File: src/rtl/vcm_pkg.sv
package vcm_pkg;

    localparam int unsigned DEF_NUM_VC = 4;
    localparam int unsigned DEF_ADDR_W = 4;

    // Width of an index into n items (at least one bit).
    function automatic int unsigned idx_width(input int unsigned n);
        return (n <= 1) ? 1 : $clog2(n);
    endfunction

    // Output phase of the current slot.
    typedef enum logic [1:0] {
        OUT_IDLE   = 2'd0,
        OUT_FIRST  = 2'd1,
        OUT_MIDDLE = 2'd2
    } out_phase_e;

endpackage

File: src/rtl/vcm_link_mem.sv
module vcm_link_mem #(
    parameter int unsigned ADDR_W = 4
) (
    input  logic              clk,
    input  logic              cell_we,
    input  logic [ADDR_W-1:0] cell_addr,
    input  logic              cell_end,
    input  logic              link_we,
    input  logic [ADDR_W-1:0] link_from,
    input  logic [ADDR_W-1:0] link_to,
    input  logic [ADDR_W-1:0] rd_addr,
    output logic [ADDR_W-1:0] rd_next,
    output logic              rd_end
);
    localparam int unsigned DEPTH = 1 << ADDR_W;

    logic [ADDR_W-1:0] next_q [DEPTH];
    logic              end_q  [DEPTH];

    always_ff @(posedge clk) begin
        if (cell_we) end_q[cell_addr] <= cell_end;
        if (link_we) next_q[link_from] <= link_to;
    end

    assign rd_next = next_q[rd_addr];
    assign rd_end  = end_q[rd_addr];
endmodule

File: src/rtl/vcm_vc_queue.sv
module vcm_vc_queue #(
    parameter int unsigned ADDR_W = 4,
    parameter int unsigned CNT_W  = 5
) (
    input  logic              clk,
    input  logic              rst,
    input  logic              push,
    input  logic [ADDR_W-1:0] push_addr,
    input  logic              push_end,
    input  logic              pop,
    input  logic              pop_end,
    input  logic [ADDR_W-1:0] pop_next,
    output logic [ADDR_W-1:0] head,
    output logic [ADDR_W-1:0] tail,
    output logic              link_we,
    output logic              pkt_ready
);
    logic [CNT_W-1:0] cell_cnt;
    logic [CNT_W-1:0] pkt_cnt;
    logic             single;

    assign single    = (cell_cnt == CNT_W'(1));
    assign pkt_ready = (pkt_cnt != '0);
    // The old tail needs a forward link unless it is leaving this slot.
    assign link_we   = push && (cell_cnt != '0) && !(pop && single);

    always_ff @(posedge clk) begin
        if (rst) begin
            head     <= '0;
            tail     <= '0;
            cell_cnt <= '0;
            pkt_cnt  <= '0;
        end else begin
            if (pop) begin
                if (single) head <= push ? push_addr : head;
                else        head <= pop_next;
            end else if (push && (cell_cnt == '0)) begin
                head <= push_addr;
            end
            if (push) tail <= push_addr;
            cell_cnt <= cell_cnt + CNT_W'(push) - CNT_W'(pop);
            pkt_cnt  <= pkt_cnt + CNT_W'(push && push_end) - CNT_W'(pop && pop_end);
        end
    end
endmodule

File: src/rtl/vcm_rr_pick.sv
module vcm_rr_pick #(
    parameter int unsigned NUM_VC = 4,
    parameter int unsigned VC_W   = 2
) (
    input  logic [NUM_VC-1:0] req,
    input  logic [VC_W-1:0]   last,
    output logic [VC_W-1:0]   grant,
    output logic              any
);
    always_comb begin
        grant = last;
        any   = 1'b0;
        for (int unsigned i = 1; i <= NUM_VC; i++) begin
            int unsigned idx;
            idx = (int'(last) + i) % NUM_VC;
            if (!any && req[idx]) begin
                any   = 1'b1;
                grant = VC_W'(idx);
            end
        end
    end
endmodule

File: src/rtl/vcm_merge_sched.sv
module vcm_merge_sched
    import vcm_pkg::*;
#(
    parameter int unsigned NUM_VC = DEF_NUM_VC,
    parameter int unsigned ADDR_W = DEF_ADDR_W,
    localparam int unsigned VC_W  = idx_width(NUM_VC)
) (
    input  logic              clk,
    input  logic              rst,
    input  logic              cell_mode,
    input  logic              wr_valid,
    input  logic [VC_W-1:0]   wr_vc,
    input  logic              wr_eop,
    input  logic [ADDR_W-1:0] wr_addr,
    output logic              rd_valid,
    output logic [VC_W-1:0]   rd_vc,
    output logic [ADDR_W-1:0] rd_addr,
    output logic              rd_last
);
    localparam int unsigned DEPTH = 1 << ADDR_W;
    localparam int unsigned CNT_W = $clog2(DEPTH + 1);

    logic [ADDR_W-1:0] head_a [NUM_VC];
    logic [ADDR_W-1:0] tail_a [NUM_VC];
    logic [NUM_VC-1:0] ready_v;
    logic [NUM_VC-1:0] link_we_v;

    logic              busy;
    logic [VC_W-1:0]   cur_vc;
    logic [VC_W-1:0]   last_vc;
    logic [VC_W-1:0]   pick_vc;
    logic              any_ready;
    out_phase_e        phase;
    logic [VC_W-1:0]   sel_vc;
    logic              wr_end;
    logic [ADDR_W-1:0] head_next;
    logic              head_end;

    assign wr_end = wr_eop | cell_mode;

    vcm_rr_pick #(.NUM_VC(NUM_VC), .VC_W(VC_W)) i_pick (
        .req   (ready_v),
        .last  (last_vc),
        .grant (pick_vc),
        .any   (any_ready)
    );

    always_comb begin
        if (busy)           phase = OUT_MIDDLE;
        else if (any_ready) phase = OUT_FIRST;
        else                phase = OUT_IDLE;
    end

    assign sel_vc   = (phase == OUT_MIDDLE) ? cur_vc : pick_vc;
    assign rd_valid = (phase != OUT_IDLE);
    assign rd_vc    = sel_vc;
    assign rd_addr  = head_a[sel_vc];
    assign rd_last  = head_end;

    vcm_link_mem #(.ADDR_W(ADDR_W)) i_links (
        .clk       (clk),
        .cell_we   (wr_valid),
        .cell_addr (wr_addr),
        .cell_end  (wr_end),
        .link_we   (|link_we_v),
        .link_from (tail_a[wr_vc]),
        .link_to   (wr_addr),
        .rd_addr   (rd_addr),
        .rd_next   (head_next),
        .rd_end    (head_end)
    );

    for (genvar g = 0; g < NUM_VC; g++) begin : g_vc
        vcm_vc_queue #(.ADDR_W(ADDR_W), .CNT_W(CNT_W)) i_queue (
            .clk       (clk),
            .rst       (rst),
            .push      (wr_valid && (wr_vc == VC_W'(g))),
            .push_addr (wr_addr),
            .push_end  (wr_end),
            .pop       (rd_valid && (sel_vc == VC_W'(g))),
            .pop_end   (head_end),
            .pop_next  (head_next),
            .head      (head_a[g]),
            .tail      (tail_a[g]),
            .link_we   (link_we_v[g]),
            .pkt_ready (ready_v[g])
        );
    end

    always_ff @(posedge clk) begin
        if (rst) begin
            busy    <= 1'b0;
            cur_vc  <= '0;
            last_vc <= VC_W'(NUM_VC - 1);
        end else begin
            busy <= rd_valid && !rd_last;
            if (rd_valid) cur_vc <= sel_vc;
            if (phase == OUT_FIRST) last_vc <= pick_vc;
        end
    end
endmodule

File: config.mk
export PLATFORM = sky130hd
export DESIGN_NAME = vcm_merge_sched
export DESIGN_NICKNAME = d
export VERILOG_FILES = /design/src/rtl/vcm_pkg.sv /design/src/rtl/vcm_link_mem.sv /design/src/rtl/vcm_vc_queue.sv /design/src/rtl/vcm_rr_pick.sv /design/src/rtl/vcm_merge_sched.sv
export SDC_FILE = /design/constraint.sdc
export NUM_CORES = 1
export LEC_CHECK = 0
export BUFFER_PORTS_ARGS = -buffer_cell sky130_fd_sc_hd__buf_4
export CORE_AREA = 4 4 193 158
export CTS_BUF_LIST = sky130_fd_sc_hd__clkbuf_4 sky130_fd_sc_hd__clkbuf_8
export CTS_CLUSTER_DIAMETER = 50
export DETAILED_ROUTE_END_ITERATION = 7
export DIE_AREA = 0 0 197 162
export HOLD_SLACK_MARGIN = 0.06
export PLACE_DENSITY = 0.51
export RECOVER_POWER = 50
export SLEW_MARGIN = 10
export SYNTH_ARGS = -nofsm -noshare
export SYNTH_HDL_FRONTEND = slang
export SYNTH_SLANG_ARGS = --single-unit
File: constraint.sdc
create_clock -name clk -period 12.9 [get_ports clk]
set_input_delay 1.29 -clock clk [delete_from_list [all_inputs] [get_ports clk]]
set_output_delay 1.29 -clock clk [all_outputs]
set_load 0.03 [all_outputs]
==> impl_summary.log <==
INFO  metric register_area_share_after_synthesis = 46.6%
INFO  metric clock_skew = 13.6 ps
INFO  metric first_iter_violations = 368
INFO  metric largest_family_of_logic_cells_by_synthesized_area = simple AND/OR/NAND/NOR gates
INFO  metric route.vias.total = 6009
INFO  metric cts-resized-gates = 0
INFO  metric seqCellArea = 0.00394 sq mm
INFO  metric drv_cap = 3
INFO  metric yosys.area_share.simple = 15.0%
INFO  metric cts-buffers-inserted = 17
INFO  metric yosys.area.top_type = edfxtp_1
INFO  metric post-route-drc-count = 0
INFO  metric cts_tree = done
INFO  metric post_cts_hold_buffer_count = 0
INFO  metric synth-edff-count = 80
INFO  metric failed_checks = capacitance limit, slew limit
INFO  metric die_area = 0.0319 sq mm
INFO  metric grt.overflow.total = 0
INFO  metric synth.yosys.warnings = 0
INFO  metric setup_slack_after_layout = 6410 ps
INFO  metric clock_tree.htree_level_count = 4
INFO  metric worst_slew_margin_rel = -13.2%
INFO  metric layout_common_cells = nor2_1 (88), edfxtp_1 (80), inv_1 (77), dfxtp_1 (77), nand2_1 (59)
INFO  metric count_of_clock_tree_sinks = 157
INFO  metric pin_count_of_the_biggest_net_entering_global_routing = 85
INFO  metric fin_crit_sh = 50.3%
INFO  metric post_drt_via_cell_ratio = 4.93
INFO  metric yosys.area_share.xor_xnor = 2.79%
INFO  metric yosysUniqueCellTypes = 75
INFO  metric worstPathRequired = 11610 ps
INFO  metric routability_congestion_estimate = 0.789
INFO  metric yosys_most_used_dff = edfxtp_1
INFO  metric num_io_pins = 19
INFO  metric floorplan.die.height = 162 um
INFO  metric final-setup-viol-count = 0
INFO  metric fin_hold_ws = 455 ps
INFO  metric multi_input_comb_area = 0.00407 sq mm
INFO  metric cts.reportedPaths.clkPinSlew = 100 ps
INFO  metric layout_commonest_cell = nor2_1
INFO  metric power.density_cell_area = 281 mW/mm^2
INFO  metric cts.root.buffer_cell = clkbuf_8
INFO  metric max-clock-path-buffers = 2
INFO  metric number_of_global_route_vias_before_repair = 5700
INFO  metric critPathArrivalTime = 5200 ps
INFO  metric synth.top_cells.by_area = edfxtp_1 (28%), dfxtp_1 (18%), ha_1 (7.1%), mux2i_1 (5.6%), nor2_1 (3.9%)
INFO  metric fillerInstances = 2974
INFO  metric timing.final.crit_period = 6490 ps
INFO  metric clkLatencyLatePin = 460 ps
INFO  metric grt_use_total = 12.7%
INFO  metric timing_max_transition_violations_final = 72
INFO  metric hold_depth = 2
INFO  metric p_leak = 3.46 nW
INFO  metric syn-instance-count = 819
INFO  metric synth_compound_area_share = 13.9%
INFO  metric dp_slack = 7440 ps
INFO  metric global_route_wire_length_before_repair = 32100 um
INFO  metric status = finished, violations left
INFO  metric synth_seq_cells = 157
INFO  metric floorplan.die.width = 197 um
INFO  metric hp-class = reg -> reg
INFO  metric synth-async-reset-ratio = 0%
INFO  metric critical_path_peak_fanout = 11
INFO  metric dp.final_hpwl = 14000 um
INFO  metric max-vdd-ir-drop = 0.165 mV
INFO  metric synth.cell_area = 0.00847 sq mm
INFO  metric synth.net_count = 886
INFO  metric routed_wl = 19900 um
INFO  metric r2r_setup_slack = 6520 ps
INFO  metric end_kind = output pin
INFO  metric yosysTopAreaCellShare = 28.4%
INFO  metric numPlacedInstances = 1188
INFO  metric place_area = 0.00896 sq mm
INFO  metric post_synthesis_mean_instance_area = 10.3 sq um
INFO  metric final_antenna_net_count = 0
INFO  metric wl_per_cell = 16.3 um
INFO  metric floorplan.rows = 56
INFO  metric floorplan.initialDensity = 29.5%
INFO  metric finish.cell_count_without_fillers = 1220
INFO  metric synth_adder_area_share = 8.98%
INFO  metric coreArea = 0.0287 sq mm
INFO  metric critical_path_class = reg -> out
INFO  metric worst_r2r_path_depth = 21
INFO  metric max_freq = 154 MHz
INFO  metric areaGrowthSynthToFinish = 10.1%
INFO  metric grt_setup_unrepaired = no
INFO  metric multiplexer_share_of_the_synthesized_area = 7.59%
INFO  metric drive_above_1_share = 9.26%
INFO  metric drt-pass1-iter-count = 5
INFO  metric numPortBuffers = 18
INFO  metric grt_antenna_before_repair = 0
INFO  metric final_hold_viol_count = 0
INFO  metric crit_path_start_kind = flop
INFO  metric final_nets = 897
INFO  metric finish.instance_area = 0.00932 sq mm
INFO  metric cts_setup_buffers = 0
INFO  metric timing.setup.tns = 0 ps
INFO  metric max_slew.worst_pin.slew = 1700 ps
-- synthesized netlist by cell type, types with 3 or more instances --
| library cell | count |
|---|---|
| o221ai_1 | 4 |
| o22a_1 | 4 |
| mux4_2 | 4 |
| or3_1 | 14 |
| nand3_1 | 7 |
| mux2i_1 | 47 |
| a22oi_1 | 9 |
| a2bb2oi_1 | 4 |
| o22ai_1 | 17 |
| fa_1 | 8 |
| buf_1 | 4 |
| nor3_1 | 9 |
| o21ai_0 | 16 |
| a32oi_1 | 4 |
| a32o_1 | 4 |
| o2bb2ai_1 | 9 |
| nand2_1 | 59 |
| ha_1 | 48 |
| edfxtp_1 | 80 |
| clkbuf_1 | 18 |
| a22o_1 | 5 |
| nor3b_1 | 8 |
| a211oi_1 | 9 |
| xor2_1 | 15 |
| a21o_1 | 8 |
| or2_2 | 5 |
| buf_6 | 3 |
| mux2_2 | 3 |
| nor2b_1 | 19 |
| nand2b_1 | 10 |
| and3_1 | 7 |
| a221o_1 | 3 |
| a21oi_1 | 47 |
| nor2_1 | 88 |
| inv_1 | 77 |
| dfxtp_1 | 77 |
| and2_1 | 9 |
| xnor2_1 | 12 |
-- metrics by stage --
step / power [mW] / util [%]
finish: 2.62 / 32.4
global route: 2.85 / 32.4
CTS: 2.65 / 32.5
detailed placement: 2.26 / 31.2
global placement: 2.26 / 31.2
floorplan: 1.88 / -
-- final timing paths --
path | startpoint | end
max | g_vc[1].i_queue.pkt_cnt[3] | rd_last
max reg2reg | g_vc[1].i_queue.pkt_cnt[3] | g_vc[1].i_queue.pkt_cnt[4]
min reg2reg | g_vc[2].i_queue.tail[2] | g_vc[2].i_queue.tail[2]
min | g_vc[2].i_queue.tail[2] | g_vc[2].i_queue.tail[2]
-- per-layer routing --
layer / GRT usage (%) / routed length [um] / vias up
met4: 2.90 / 175 / 0
met1: 19.8 / 10400 / 2921
met2: 17.9 / 8370 / 130
met3: 2.65 / 944 / 12
met5: 0 / 0 / -
li1: - / - / 2946
-- area by class of cell --
cell class / instances / share of cell area (%)
multi-input combinational: 554 / 43.7
clock inverter: 14 / 1.69
sequential: 157 / 42.3
tap: 377 / 5.06
clock buffer: 17 / 2.51
antenna: 1 / 0.0268
timing repair buffer: 20 / 1.41
inverter: 80 / 3.28
-- cells by family (layout without fill, tap and decap cells) --
family | Yosys count | count (layout)
fa+ha+maj | 56 | 56
xor+xnor | 27 | 27
buf+inv | 108 | 131
flops | 157 | 157
other cells | 0 | 1
simple gates | 252 | 252
mux | 56 | 56
compound gates | 163 | 163
-- registers in the layout, summed over array words and instances (netlist names) --
register	cells
busy	1
cur_vc	2
i_links.next_q	64
g_vc.i_queue.tail	16
g_vc.i_queue.pkt_cnt	20
g_vc.i_queue.cell_cnt	20
last_vc	2
g_vc.i_queue.head	16
i_links.end_q	16
-- where the power goes --
part	switching [mW]	internal [mW]	leakage, nW	total (mW)
logic	0.918	0.645	1.89	1.56
clock network	0.202	0.175	0.192	0.377
registers	0.0766	0.603	1.37	0.680
total	1.20	1.42	3.46	2.62
-- critical path, stage by stage, from the launching register on --
cell      delay (ps)
dfxtp_1          330
inv_1             80
ha_1             150
nor4b_1          550
o221a_2          350
o21ai_2           80
o21ai_0         1180
inv_6            140
o211ai_2         380
nand2_2          240
a211oi_2         260
a211oi_1          70
or4_1            670
buf_4            240
Power figures use the tool's default switching activity.
